`config.mk`:
```
export PLATFORM = sky130hd
export DESIGN_NAME = ir_pw_capture
export DESIGN_NICKNAME = d
export VERILOG_FILES = /design/src/rtl/ir_cap_pkg.sv /design/src/rtl/ir_samp_div.sv /design/src/rtl/ir_glitch_filt.sv /design/src/rtl/ir_level_meter.sv /design/src/rtl/ir_pw_capture.sv
export SDC_FILE = /design/constraint.sdc
export NUM_CORES = 1
export LEC_CHECK = 0
export ABC_AREA = 1
export CAP_MARGIN = 30
export CORE_UTILIZATION = 50
export DETAILED_ROUTE_END_ITERATION = 12
export GPL_ROUTABILITY_DRIVEN = 0
export GPL_TIMING_DRIVEN = 0
export PLACE_DENSITY = 0.75
export SLEW_MARGIN = 20
export SYNTH_ARGS = -nofsm -noshare
export SYNTH_HDL_FRONTEND = slang
export SYNTH_SLANG_ARGS = --single-unit
```
`constraint.sdc`:
```
create_clock -name clk_i -period 3.2 [get_ports clk_i]
set_clock_uncertainty 0.05 [all_clocks]
set_input_delay 0.8 -clock clk_i [delete_from_list [all_inputs] [get_ports clk_i]]
set_output_delay 0.8 -clock clk_i [all_outputs]
set_load 0.02 [all_outputs]
```
`src/rtl/ir_cap_pkg.sv`:
```
package ir_cap_pkg;
  typedef enum logic [1:0] {RX_IDLE, RX_ARMED, RX_MEAS, RX_DONE} rx_state_e;
  localparam logic [1:0] TRIG_FALL = 2'b00;
  localparam logic [1:0] TRIG_RISE = 2'b01;
  localparam logic [1:0] TRIG_ANY  = 2'b10;
  localparam int DUR_W = 31;
  localparam int REC_W = DUR_W + 1;
endpackage

```
`src/rtl/ir_samp_div.sv`:
```
module ir_samp_div #(
  parameter int DIV_W = 12
) (
  input  logic             clk_i,
  input  logic             rst_ni,
  input  logic             en_i,
  input  logic [DIV_W-1:0] div_i,
  output logic             tick_o
);
  logic [DIV_W-1:0] cnt_q;

  // >= so a divider lowered mid-count wraps at once
  assign tick_o = en_i && (cnt_q >= div_i);

  always_ff @(posedge clk_i or negedge rst_ni) begin
    if (!rst_ni)               cnt_q <= '0;
    else if (!en_i || tick_o)  cnt_q <= '0;
    else                       cnt_q <= cnt_q + 1'b1;
  end

  assert_tick_spacing_R1: assert property (@(posedge clk_i) disable iff (!rst_ni)
    (tick_o && div_i != '0) |=> (!tick_o || !$stable(div_i)));
endmodule

```
`src/rtl/ir_glitch_filt.sv`:
```
module ir_glitch_filt #(
  parameter int   STG_W     = 3,
  parameter int   FILT_STEP = 1,
  parameter logic IDLE_LVL  = 1'b1
) (
  input  logic             clk_i,
  input  logic             rst_ni,
  input  logic [STG_W-1:0] stage_i,
  input  logic             in_i,
  output logic             lvl_o
);
  localparam int NMAX = ((1 << STG_W) - 1) * FILT_STEP;
  localparam int CW   = $clog2(NMAX + 2);

  logic [CW-1:0] lim;
  logic [CW-1:0] run_q;
  logic          lvl_q;

  assign lim   = CW'(stage_i) * CW'(FILT_STEP);
  assign lvl_o = lvl_q;

  always_ff @(posedge clk_i or negedge rst_ni) begin
    if (!rst_ni) begin
      lvl_q <= IDLE_LVL;
      run_q <= '0;
    end else if (in_i == lvl_q) begin
      run_q <= '0;
    end else if (run_q >= lim) begin
      lvl_q <= in_i;
      run_q <= '0;
    end else begin
      run_q <= run_q + 1'b1;
    end
  end

  assert_filt_follows_R7: assert property (@(posedge clk_i) disable iff (!rst_ni)
    (lvl_q != $past(lvl_q)) |-> ($past(in_i) == lvl_q));
  assert_filt_two_cycles_R7: assert property (@(posedge clk_i) disable iff (!rst_ni)
    ((lvl_q != $past(lvl_q)) && ($past(lim) != '0)) |-> ($past(in_i, 2) == lvl_q));
endmodule

```
`src/rtl/ir_level_meter.sv`:
```
module ir_level_meter import ir_cap_pkg::*; #(
  parameter int CNT_W = 31
) (
  input  logic             clk_i,
  input  logic             rst_ni,
  input  logic             run_i,
  input  logic             tick_i,
  input  logic             lvl_i,
  input  logic             auto_i,
  input  logic [1:0]       trig_i,
  input  logic             sw_start_i,
  input  logic             end_lvl_i,
  input  logic [DUR_W-1:0] thresh_i,
  output logic             rec_valid_o,
  output logic [REC_W-1:0] rec_data_o,
  output logic             busy_o,
  output logic             thr_o,
  output logic             ovf_o
);
  rx_state_e        state_q;
  logic             prev_q, cur_q, pend_q;
  logic [CNT_W-1:0] cnt_q;
  logic             hit, man_req, start;
  logic [DUR_W:0]   nxt;

  always_comb begin
    unique case (trig_i)
      TRIG_FALL: hit = prev_q & ~lvl_i;
      TRIG_RISE: hit = ~prev_q & lvl_i;
      TRIG_ANY:  hit = prev_q ^ lvl_i;
      default:   hit = 1'b0;
    endcase
  end

  assign man_req = !auto_i && sw_start_i;
  assign start   = tick_i && (auto_i ? hit : (pend_q || man_req));
  assign nxt     = (DUR_W + 1)'(cnt_q) + 1'b1;
  assign busy_o  = (state_q == RX_MEAS);

  always_ff @(posedge clk_i or negedge rst_ni) begin
    if (!rst_ni) begin
      state_q     <= RX_IDLE;
      prev_q      <= 1'b0;
      cur_q       <= 1'b0;
      pend_q      <= 1'b0;
      cnt_q       <= '0;
      rec_valid_o <= 1'b0;
      rec_data_o  <= '0;
      thr_o       <= 1'b0;
      ovf_o       <= 1'b0;
    end else begin
      rec_valid_o <= 1'b0;
      thr_o       <= 1'b0;
      ovf_o       <= 1'b0;
      // edge history only advances on ticks, tracks freely while stopped
      if (!run_i || tick_i) prev_q <= lvl_i;
      if (!run_i) begin
        state_q <= RX_IDLE;
        cnt_q   <= '0;
        pend_q  <= 1'b0;
      end else begin
        unique case (state_q)
          RX_IDLE: state_q <= RX_ARMED;
          RX_ARMED: begin
            if (start) begin
              state_q <= RX_MEAS;
              cur_q   <= lvl_i;
              cnt_q   <= CNT_W'(1);
              pend_q  <= 1'b0;
            end else if (man_req) begin
              pend_q  <= 1'b1;
            end
          end
          RX_MEAS: begin
            if (tick_i) begin
              if (lvl_i != cur_q) begin
                rec_valid_o <= 1'b1;
                rec_data_o  <= {cur_q, DUR_W'(cnt_q)};
                cur_q       <= lvl_i;
                cnt_q       <= CNT_W'(1);
              end else if (cur_q == end_lvl_i && nxt >= {1'b0, thresh_i}) begin
                thr_o   <= 1'b1;
                state_q <= RX_DONE;
              end else if (cnt_q == '1) begin
                ovf_o   <= 1'b1;
                state_q <= RX_DONE;
              end else begin
                cnt_q <= cnt_q + 1'b1;
              end
            end
          end
          default: ;
        endcase
      end
    end
  end

  assert_events_exclusive_R2: assert property (@(posedge clk_i) disable iff (!rst_ni)
    $onehot0({rec_valid_o, thr_o, ovf_o}));
  assert_rec_nonzero_R2: assert property (@(posedge clk_i) disable iff (!rst_ni)
    rec_valid_o |-> (rec_data_o[DUR_W-1:0] != '0));
  assert_start_on_tick_R1: assert property (@(posedge clk_i) disable iff (!rst_ni)
    $rose(busy_o) |-> $past(tick_i));
  assert_thr_ends_R5: assert property (@(posedge clk_i) disable iff (!rst_ni)
    thr_o |-> !busy_o);
  assert_ovf_ends_R6: assert property (@(posedge clk_i) disable iff (!rst_ni)
    ovf_o |-> !busy_o);
  assert_run_clear_R8: assert property (@(posedge clk_i) disable iff (!rst_ni)
    !run_i |=> (!busy_o && !rec_valid_o));
endmodule

```
`src/rtl/ir_pw_capture.sv`:
```
module ir_pw_capture import ir_cap_pkg::*; #(
  parameter int   DIV_W     = 12,
  parameter int   STG_W     = 3,
  parameter int   FILT_STEP = 1,
  parameter int   CNT_W     = 31,
  parameter logic IDLE_LVL  = 1'b1
) (
  input  logic             clk_i,
  input  logic             rst_ni,
  input  logic             run_i,
  input  logic [DIV_W-1:0] div_i,
  input  logic [STG_W-1:0] stage_i,
  input  logic             auto_start_i,
  input  logic [1:0]       trig_sel_i,
  input  logic             sw_start_i,
  input  logic             end_level_i,
  input  logic [DUR_W-1:0] thresh_i,
  input  logic             ir_i,
  output logic             rec_valid_o,
  output logic [REC_W-1:0] rec_data_o,
  output logic             busy_o,
  output logic             thr_evt_o,
  output logic             ovf_evt_o
);
  logic tick, filt_lvl;

  ir_samp_div #(.DIV_W(DIV_W)) u_div (
    .clk_i  (clk_i),
    .rst_ni (rst_ni),
    .en_i   (run_i),
    .div_i  (div_i),
    .tick_o (tick)
  );

  ir_glitch_filt #(.STG_W(STG_W), .FILT_STEP(FILT_STEP), .IDLE_LVL(IDLE_LVL)) u_filt (
    .clk_i   (clk_i),
    .rst_ni  (rst_ni),
    .stage_i (stage_i),
    .in_i    (ir_i),
    .lvl_o   (filt_lvl)
  );

  ir_level_meter #(.CNT_W(CNT_W)) u_meter (
    .clk_i       (clk_i),
    .rst_ni      (rst_ni),
    .run_i       (run_i),
    .tick_i      (tick),
    .lvl_i       (filt_lvl),
    .auto_i      (auto_start_i),
    .trig_i      (trig_sel_i),
    .sw_start_i  (sw_start_i),
    .end_lvl_i   (end_level_i),
    .thresh_i    (thresh_i),
    .rec_valid_o (rec_valid_o),
    .rec_data_o  (rec_data_o),
    .busy_o      (busy_o),
    .thr_o       (thr_evt_o),
    .ovf_o       (ovf_evt_o)
  );
endmodule

```
==> results of run 1 <==
cells by family after synthesis:
family                   share of synthesized area
AND/OR/NAND/NOR                             0.3284
AO/OA/AOI/OAI                              0.05171
XOR/XNOR                                   0.03780
flip-flops                                  0.3657
adder cells (fa/ha/maj)                     0.1121
buffers and inverters                       0.1043
metrics by stage:
| step | total power [mW] | instance area (um2) | utilization | std cells | setup TNS, ns |
|---|---|---|---|---|---|
| 6_report | 3.119 | 8180 | 0.7073 | 1149 | -0.8764 |
| 5_1_grt | 3.275 | 8180 | 0.7073 | 1149 | -7.189 |
| 4_1_cts | 3.020 | 7704 | 0.6661 | 1120 | -0.004417 |
| 3_5_place_dp | 1.960 | 7122 | 0.6158 | 1086 | -22.18 |
| 3_3_place_gp | 1.947 | 7104 | 0.6143 | 1085 | -181.52 |
| 2_1_floorplan | 1.711 | 6025 | - | 852 | 0 |
per-layer routing:
| layer | global-route usage | up-vias |
|---|---|---|
| li1 | - | 2948 |
| met4 | 0.09099 | 0 |
| met2 | 0.4095 | 266 |
| met3 | 0.03865 | 50 |
| met5 | 0 | - |
| met1 | 0.3531 | 2728 |
worst register-to-register path, stage by stage, from the launching register on:
cell and delay [ns]:
dfrtp_2 0.44, nand2_2 0.09, nor2_4 0.13, buf_4 0.14
nand3_4 0.09, buf_4 0.17, nor2_1 0.16, nand2_1 0.07
nand2_1 0.09, inv_1 0.06, ha_1 0.31, a21oi_1 0.15
nand2_1 0.06, nand2_1 0.05, nand2_1 0.04, nor2_1 0.09
nand2_1 0.11, nand2_1 0.09, nand2_2 0.08, nand2_2 0.09
nand2_2 0.07, nand2_4 0.12, nand2_8 0.10, buf_4 0.18
nand2_1 0.07, nand2_1 0.06
final timing paths:
| kind | end | slack [ns] | depth (start not counted) | startpoint |
|---|---|---|---|---|
| min in group clk_i | u_meter.rec_data_o[20]$_DFFE_PN0P_ | 0.43 | 2 | u_meter.rec_data_o[20]$_DFFE_PN0P_ |
| hold / removal | u_div.cnt_q[0]$_DFF_PN0_ | 0.41 | 1 | rst_ni |
| setup reg to reg | u_meter.cnt_q[1]$_DFFE_PN0P_ | -0.08 | 25 | u_meter.cnt_q[1]$_DFFE_PN0P_ |
| setup / recovery | u_meter.cnt_q[1]$_DFFE_PN0P_ | -0.08 | 25 | u_meter.cnt_q[1]$_DFFE_PN0P_ |
| max in group asynchronous | u_filt.lvl_o$_DFFE_PN1P_ | 2.01 | 2 | rst_ni |
| hold reg to reg | u_meter.rec_data_o[20]$_DFFE_PN0P_ | 0.43 | 2 | u_meter.rec_data_o[20]$_DFFE_PN0P_ |
layout by cell type, fill, tap and decap left out, drive strengths merged, types with 13 or more instances in the layout:
master	n
a21oi	18
buf	58
clkbuf	18
clkdlybuf4s50	89
dfrtp	87
ha	54
inv	143
nand2	268
nand3	49
nand4	13
nor2	104
nor3	19
o21ai	35
xor2	21
cell usage after synthesis (all sizes together):
cell,count,area (um2)
a21boi,2,15.01
a21o,2,15.01
a21oi,18,90.09
and2,1,6.260
buf,10,68.81
clkbuf,8,30.03
clkinv,1,3.750
dfrtp,87,2177
dfstp,1,26.28
ha,54,675.7
inv,140,525.5
nand2,268,1028
nand3,49,255.3
nand3b,5,37.54
nand4,13,81.33
nor2,104,422.9
nor3,19,100.1
nor3b,2,15.01
nor4,2,12.51
o211ai,1,7.510
o21ai,35,175.2
o221ai,1,8.760
or2,3,18.77
xnor2,5,43.79
xor2,21,183.9
registers in the layout, indices dropped and copies added (netlist names), 2 cells and up:
| register | cells |
|---|---|
| u_meter.rec_data_o | 32 |
| u_meter.cnt_q | 31 |
| u_div.cnt_q | 12 |
| u_filt.run_q | 4 |
| u_meter.state_q | 2 |
report_power, final:
group	internal (mW)	switching [mW]	leakage [nW]	total [mW]
Sequential	1.17	0.0623	1.19	1.23
Clock	0.532	0.465	0.133	0.997
Combinational	0.383	0.506	2.93	0.889
Total	2.09	1.03	4.26	3.12
cell type report:
class / count / area (um2) / share of cell area
multi-input cells: 605 / 3555 / 0.4345
clock buffers: 9 / 225.2 / 0.02753
flip-flops and latches: 88 / 2220 / 0.2713
clock inverters: 7 / 51.30 / 0.006271
repair buffers: 138 / 1292 / 0.1580
inverters: 141 / 536.8 / 0.06562
well taps: 143 / 178.9 / 0.02187
plain buffers: 18 / 121.4 / 0.01484
timing repair:
action,CTS,global route
resized for setup,43,63
setup endpoints to repair,35,75
cloned,2,1
setup buffers,16,28
pin swaps,10,26
==> qor.csv, run 1 <==
stage,metric,value,unit
cts,clkTransAtPathRegs,0.07,ns
worst_setup_path,crit_type,reg2reg,
sta,setup_viol,30,
routing,highest_layer,met4,
cts,insertion_delay,0.34,ns
worst_setup_path,crit_family,simple AND/OR/NAND/NOR gates,
finish,nFillCells,916,
floorplanning,dieArea,0.01249,mm2
global_route,grt_max_degree,46,
sta,rsz0062_at_grt,yes,
global_route,grt_pass1_vias,5395,
worst_setup_path,start_kind,register,
cts,cts_hold_buffers,0,
job,maxCapViolCount,0,
cts,htreeDepth,3,
routing,viasPerCell,5.215,
routing,firstDrtPassIters,10,
global_route,gr-usage-all-layers,0.2559,
worst_setup_path,cp_slowest_cell,dfrtp_2,
yosys,synth.avg_cell_area,7.071,um2
routing,dr_total_vias,5992,
sta,worstMarginPinSlew,0.6083,ns
routing,detail_route.iter0.violations,494,
routing,wl_per_cell,14.10,um
worst_setup_path,required,3.38,ns
finish,nNetsFinal,1110,
cts,cts_made_buffers,9,
sta,max_slew_margin,0.5945,
yosys,ys_seq_area_frac,0.3657,
worst_setup_path,slowest_delay,0.44,ns
floorplanning,fp.dieW,111.8,um
global_route,grt_antenna_before_repair,0,
pwr,powerDensity,381.3,mW/mm2
sta,setup_ws,-0.08197,ns
yosys,synth.ff_latch_count,88,
floorplanning,num_rows,39,
pwr,peakVddDrop,0.0002742,V
sta,hold-worst-slack,0.4097,ns
floorplanning,io_pins,91,
sta,slew_violations,0,
placement,dp_hpwl,11280,um
floorplanning,die_h,111.8,um
yosys,ys.warnings.count,0,
routing,wl_met2,7432,um
sta,finalCritPeriodShare,1.026,
floorplanning,start_util,0.5209,
worst_setup_path,worstPathArrival,3.46,ns
outcome,failed_checks,"design-rule violations, negative setup slack",
cts,cts_tree,yes,
cts,cts.sinks,88,
yosys,synth_area,0.006025,mm2
pwr,power_leakage,4.257,nW
worst_setup_path,cp_max_fo,7,
worst_setup_path,path_common_cell,nand2_1,
floorplanning,coreArea,0.01156,mm2
outcome,status,"complete, but fails checks",
cts,cts_root_buf,clkbuf_16,
sta,min_period,3.282,ns
routing,wl,16200,um
cts,clockBufferDepth,2,
finish,drive_gt1_frac,0.1710,
finish,diodes,0,
sta,hold_viol,0,
sta,clock.fmax,304.7,MHz
worst_setup_path,path_buf_inv,4,
routing,drc,8,
global_route,grt_pass1_wl,25560,um
placement,dp_slack,-0.5343,ns
yosys,syn-instance-count,852,
routing,wl_met1,7098,um
routing,route.antenna.remaining_nets,0,
worst_setup_path,end_kind,register,
yosys,ys_types,33,
finish,areaGrowthSynthToFinish,35.78,%
yosys,syn_nets,961,
placement,io_buffer_count,90,
global_route,overflow,0,
routing,wl_met3,1152,um
hold_path,min_path_type,in2async,
(Power assumes the default switching activity.)
==> run 2, diff against run 1 <==
Settings changed: CAP_MARGIN 30 to 10.
==> qor.csv, run 2 (same netlist as run 1, synthesis figures left out) <==
stage,metric,value,unit
global_route,grt_max_degree,46,
sta,clock.fmax,304.7,MHz
pwr,power,3.119,mW
finish,areaGrowthSynthToFinish,35.78,%
cts,clockBufferDepth,2,
cts,clkTransAtPathRegs,0.07,ns
finish,final_area,0.008180,mm2
finish,final_common_cell,nand2_1,
routing,viasPerCell,5.215,
global_route,gr-usage-all-layers,0.2559,
pwr,power_frac_comb,0.285,
worst_setup_path,setup.worst_path.start,u_meter.cnt_q[1]$_DFFE_PN0P_,
placement,placed_cells,1086,
cts,htreeDepth,3,
sta,fin_tns_setup,-0.8764,ns
job,maxCapViolCount,0,
cts,cts.sinks,88,
cts,cts_tree,yes,
routing,wl_per_cell,14.10,um
routing,wl,16200,um
outcome,status,"complete, but fails checks",
floorplanning,num_rows,39,
cts,insertion_delay,0.34,ns
global_route,grt_pass1_wl,25560,um
finish,nFillCells,916,
placement,io_buffer_count,90,
finish,diodes,0,
pwr,clkPwrFrac,0.320,
floorplanning,start_util,0.5209,
routing,drc,8,
sta,rsz0062_at_grt,yes,
worst_setup_path,end_kind,register,
floorplanning,dieArea,0.01249,mm2
pwr,p_seq_frac,0.395,
floorplanning,io_pins,91,
worst_setup_path,start_kind,register,
finish,multi_input_area,0.003555,mm2
pwr,power_leakage,4.257,nW
floorplanning,fp.dieW,111.8,um
cts,cts_made_buffers,9,
finish,top_register,u_meter.rec_data_o,
routing,firstDrtPassIters,10,
routing,dr_total_vias,5992,
worst_setup_path,r2r_setup_slack,-0.08,ns
routing,route.antenna.remaining_nets,0,
finish,post-route-util,0.7073,
finish,drive_gt1_frac,0.1710,
finish,layout_common_cells,"nand2_1 (241), inv_1 (129), clkdlybuf4s50_1 (89), nor2_1 (84), dfrtp_1 (74)",
finish,reg.largest.list,"u_meter.rec_data_o x32, u_meter.cnt_q x31, u_div.cnt_q x12",
pwr,p_sw_frac,0.3312,
pwr,powerDensity,381.3,mW/mm2
sta,setup_ws,-0.08197,ns
sta,min_period,3.282,ns
hold_path,min_path_type,in2async,
global_route,grt_antenna_before_repair,0,
sta,slew_violations,0,
finish,ff_latch_area,0.002220,mm2
finish,final_cells,1149,
routing,detail_route.iter0.violations,494,
floorplanning,coreArea,0.01156,mm2
sta,hold_viol,0,
finish,nNetsFinal,1110,
pwr,internal_power,2.086,mW
placement,dp_hpwl,11280,um
worst_setup_path,crit_path_end,u_meter.cnt_q[1]$_DFFE_PN0P_,
sta,setup_viol,30,
worst_setup_path,rr_startpoint,u_meter.cnt_q[1]$_DFFE_PN0P_,
global_route,grt_pass1_vias,5395,
floorplanning,die_h,111.8,um
worst_setup_path,worstRegToRegCells,25,
worst_setup_path,worst_r2r_endpoint,u_meter.cnt_q[1]$_DFFE_PN0P_,
pwr,peakVddDrop,0.0002742,V
pwr,p_switching,1.033,mW
cts,cts_root_buf,clkbuf_16,
sta,worstMarginPinSlew,0.6083,ns
placement,placed_area,0.007122,mm2
worst_setup_path,crit_type,reg2reg,
worst_setup_path,worstPathArrival,3.46,ns
sta,max_slew_margin,0.5945,
sta,finalCritPeriodShare,1.026,
global_route,overflow,0,
finish,largest_reg_flops,32,
worst_setup_path,cp_max_fo,7,
outcome,failed_checks,"design-rule violations, negative setup slack",
worst_setup_path,required,3.38,ns
## run 2: cell counts in the layout (fill, tap and decap cells not counted)
No cell type changed its count.
## run 2: worst min path at each step
stage	start	to	slack [ns]	cells after the start
2_1_floorplan	u_div.cnt_q[0]$_DFF_PN0_	u_div.cnt_q[0]$_DFF_PN0_	0.40	1
3_3_place_gp	u_meter.rec_data_o[25]$_DFFE_PN0P_	u_meter.rec_data_o[25]$_DFFE_PN0P_	0.41	2
3_5_place_dp	u_meter.rec_data_o[20]$_DFFE_PN0P_	u_meter.rec_data_o[20]$_DFFE_PN0P_	0.41	2
4_1_cts	rst_ni	u_div.cnt_q[0]$_DFF_PN0_	0.42	1
5_1_grt	rst_ni	u_div.cnt_q[0]$_DFF_PN0_	0.44	1
6_report	rst_ni	u_div.cnt_q[0]$_DFF_PN0_	0.41	1
## run 2: per-stage QoR
step	hold WS, ns	setup WS (ns)
after detailed placement	0.4139	-0.5343
after global routing	0.4359	-0.2733
after CTS	0.4249	-0.002785
after global placement	0.4122	-1.837
after floorplan	0.4036	0.3187
final	0.4097	-0.08197
## run 2: what timing repair did
action / in CTS / in global routing
cloned: 2 / 1
resized for setup: 43 / 63
buffers inserted: 16 / 28
pin swaps: 10 / 26
endpoints found under the setup margin: 35 / 75
hold buffers: 0 / 0
## run 2: area by class of cell
cell class / instances / share of cell area
Inverter: 141 / 0.06562
Timing Repair Buffer: 138 / 0.1580
Buffer: 18 / 0.01484
Clock buffer: 9 / 0.02753
Tap cell: 143 / 0.02187
Sequential cell: 88 / 0.2713
Clock inverter: 7 / 0.006271
Multi-Input combinational cell: 605 / 0.4345
## run 2: power groups by stage
| stage | Sequential [mW] | Combinational [mW] | Clock (mW) |
|---|---|---|---|
| after floorplan | 1.23 | 0.480 | 0 |
| after global placement | 1.25 | 0.701 | 0 |
| after detailed placement | 1.25 | 0.713 | 0 |
| after CTS | 1.23 | 0.789 | 1.00 |
| after global routing | 1.24 | 0.986 | 1.05 |
| final | 1.23 | 0.889 | 0.997 |
## run 2: critical path: stages (launching register included)
cell	delay, ns
dfrtp_2	0.44
nand2_2	0.09
nor2_4	0.13
buf_4	0.14
nand3_4	0.09
buf_4	0.17
nor2_1	0.16
nand2_1	0.07
nand2_1	0.09
inv_1	0.06
ha_1	0.31
a21oi_1	0.15
nand2_1	0.06
nand2_1	0.05
nand2_1	0.04
nor2_1	0.09
nand2_1	0.11
nand2_1	0.09
nand2_2	0.08
nand2_2	0.09
nand2_2	0.07
nand2_4	0.12
nand2_8	0.10
buf_4	0.18
nand2_1	0.07
nand2_1	0.06
## run 2: routing by layer
layer	track usage	wire length (um)	vias up	part of all wire
met4	0.09099	516	0	0.032
met1	0.3531	7098	2728	0.44
met3	0.03865	1152	50	0.071
met2	0.4095	7432	266	0.46
li1	-	-	2948	-
met5	0	0	-	0
==> run 3, diff against run 2 <==
Settings changed: CORE_ASPECT_RATIO from default to 1.2.
==> qor.csv, run 3 (same netlist as run 1, synthesis figures left out) <==
stage,metric,value,unit
floorplanning,dieArea,0.01249,mm2
finish,nFillCells,899,
sta,setup_viol,33,
floorplanning,num_rows,43,
finish,ff_latch_area,0.002217,mm2
worst_setup_path,worstPathCellList,nand2_1 > nor2_1 > nand4_1 > nor2_2 > nand4_1 > xor2_2 > inv_1 > ha_1 > nand2_1 > nor3_4 > nand3b_1 > a21oi_2 > nand2_1 > nand2_2 > nand2_2 > nand2_2 > nand2_4 > buf_6 > buf_8 > nand3_1 > nand2_1,
pwr,powerDensity,409.7,mW/mm2
pwr,power_leakage,4.284,nW
worst_setup_path,r2r_setup_slack,-0.27,ns
finish,largest_reg_flops,32,
cts,cts_tree,yes,
worst_setup_path,worstRegToRegCells,21,
finish,multi_input_area,0.003561,mm2
finish,layout_common_cells,"nand2_1 (247), inv_1 (130), clkdlybuf4s50_1 (89), nor2_1 (85), dfrtp_1 (76)",
routing,wl,17980,um
worst_setup_path,end_kind,register,
hold_path,min_path_type,in2async,
global_route,grt_antenna_before_repair,0,
sta,min_period,3.471,ns
outcome,failed_checks,negative setup slack,
finish,reg.largest.list,"u_meter.rec_data_o x32, u_meter.cnt_q x31, u_div.cnt_q x12",
routing,drc,0,
cts,insertion_delay,0.35,ns
worst_setup_path,start_kind,register,
pwr,peakVddDrop,0.0002623,V
sta,rsz0062_at_grt,yes,
worst_setup_path,required,3.38,ns
cts,cts_root_buf,clkbuf_16,
finish,drive_gt1_frac,0.1731,
global_route,grt_max_degree,55,
worst_setup_path,rr_startpoint,u_meter.cnt_q[8]$_DFFE_PN0P_,
placement,dp_hpwl,11690,um
global_route,grt_pass1_vias,5656,
routing,viasPerCell,5.253,
cts,clockBufferDepth,2,
sta,hold-worst-slack,0.3558,ns
outcome,status,"complete, but fails checks",
finish,nNetsFinal,1109,
sta,worstMarginPinSlew,0.6306,ns
pwr,p_sw_frac,0.3104,
finish,post-route-util,0.7126,
worst_setup_path,cp_slowest_cell,dfrtp_1,
pwr,power_frac_comb,0.274,
sta,max_slew_margin,0.5796,
cts,htreeDepth,3,
job,maxCapViolCount,0,
worst_setup_path,slowest_delay,0.39,ns
finish,top_register,u_meter.rec_data_o,
routing,detail_route.iter0.violations,746,
pwr,p_switching,1.058,mW
finish,diodes,0,
worst_setup_path,path_common_cell,nand2_1,
routing,firstDrtPassIters,6,
global_route,grt_pass1_wl,26810,um
cts,cts.sinks,88,
floorplanning,start_util,0.5160,
pwr,internal_power,2.350,mW
pwr,p_seq_frac,0.361,
sta,slew_violations,0,
worst_setup_path,crit_family,simple AND/OR/NAND/NOR gates,
pwr,clkPwrFrac,0.365,
worst_setup_path,crit_type,reg2reg,
cts,clkTransAtPathRegs,0.06,ns
sta,setup_ws,-0.2707,ns
sta,finalCritPeriodShare,1.085,
placement,dp_slack,-0.4933,ns
global_route,overflow,0,
floorplanning,coreArea,0.01167,mm2
cts,cts_made_buffers,9,
worst_setup_path,cp_max_fo,10,
cts,cts_hold_buffers,0,
routing,wl_per_cell,15.48,um
floorplanning,fp.dieW,102.2,um
worst_setup_path,worst_r2r_endpoint,u_meter.cnt_q[9]$_DFFE_PN0P_,
routing,route.antenna.remaining_nets,0,
floorplanning,die_h,122.2,um
sta,clock.fmax,288.1,MHz
worst_setup_path,worstPathArrival,3.65,ns
sta,hold_viol,0,
global_route,gr-usage-all-layers,0.2813,
routing,dr_total_vias,6104,
worst_setup_path,path_buf_inv,3,
finish,areaGrowthSynthToFinish,38.09,%
finish,final_common_cell,nand2_1,
placement,io_buffer_count,90,
floorplanning,io_pins,91,
==> run 3: stage by stage <==
step           total power, mW  setup TNS (ns)  std cells  area [um2]
2_1_floorplan            1.711               0        852        6025
3_3_place_gp             1.954         -185.19       1099        7122
3_5_place_dp             1.970          -23.02       1100        7147
4_1_cts                  3.342         -0.1174       1148        7960
5_1_grt                  3.541          -13.12       1162        8319
6_report                 3.408          -6.269       1162        8319
==> run 3: power by group through the flow <==
stage	Sequential, mW	Combinational [mW]	Clock [mW]
after floorplan	1.23	0.480	0
after global placement	1.24	0.711	0
after detailed placement	1.25	0.724	0
after CTS	1.23	0.869	1.25
after global routing	1.24	1.02	1.29
final	1.23	0.935	1.24
==> run 3: repair_timing <==
item | CTS | global route
cloned | 3 | 1
pin swaps | 21 | 29
setup buffers | 29 | 15
setup endpoints to repair | 35 | 74
gates resized for setup | 51 | 61
==> run 3: per-layer routing <==
layer	GRT usage	vias to the layer above	share of wire
met5	0	-	0
met4	0.1339	0	0.050
met3	0.04613	87	0.083
met2	0.4769	341	0.48
met1	0.3468	2732	0.39
li1	-	2944	-
==> run 3: worst max path at each step <==
stage,start,endpoint,slack [ns],cells past startpoint
global route,u_meter.cnt_q[8]$_DFFE_PN0P_,u_meter.cnt_q[9]$_DFFE_PN0P_,-0.47,21
finish,u_meter.cnt_q[8]$_DFFE_PN0P_,u_meter.cnt_q[9]$_DFFE_PN0P_,-0.27,21
floorplan,u_meter.cnt_q[1]$_DFFE_PN0P_,u_meter.cnt_q[7]$_DFFE_PN0P_,0.32,23
global placement,rst_ni,u_meter.rec_data_o[8]$_DFFE_PN0P_,-1.92,1
detailed placement,u_meter.cnt_q[1]$_DFFE_PN0P_,u_meter.cnt_q[29]$_DFFE_PN0P_,-0.49,23
CTS,u_meter.cnt_q[1]$_DFFE_PN0P_,u_meter.cnt_q[19]$_DFFE_PN0P_,-0.01,23
==> run 3: layout make-up <==
class	instances	area share
timing repair buffer	138	0.1614
tap	157	0.02361
clock buffer	10	0.02873
sequential	88	0.2665
inverter	141	0.06362
buffer	17	0.01429
multi-input combinational	605	0.4280
clock inverter	6	0.01384
==> run 3: worst register-to-register path: cells and delay by family, from the launching register on <==
kind | cells | cell delay (ns)
simple gates | 15 | 1.93
flops | 1 | 0.39
buf+inv | 3 | 0.37
fa+ha+maj | 1 | 0.29
xor+xnor | 1 | 0.23
compound gates | 1 | 0.11
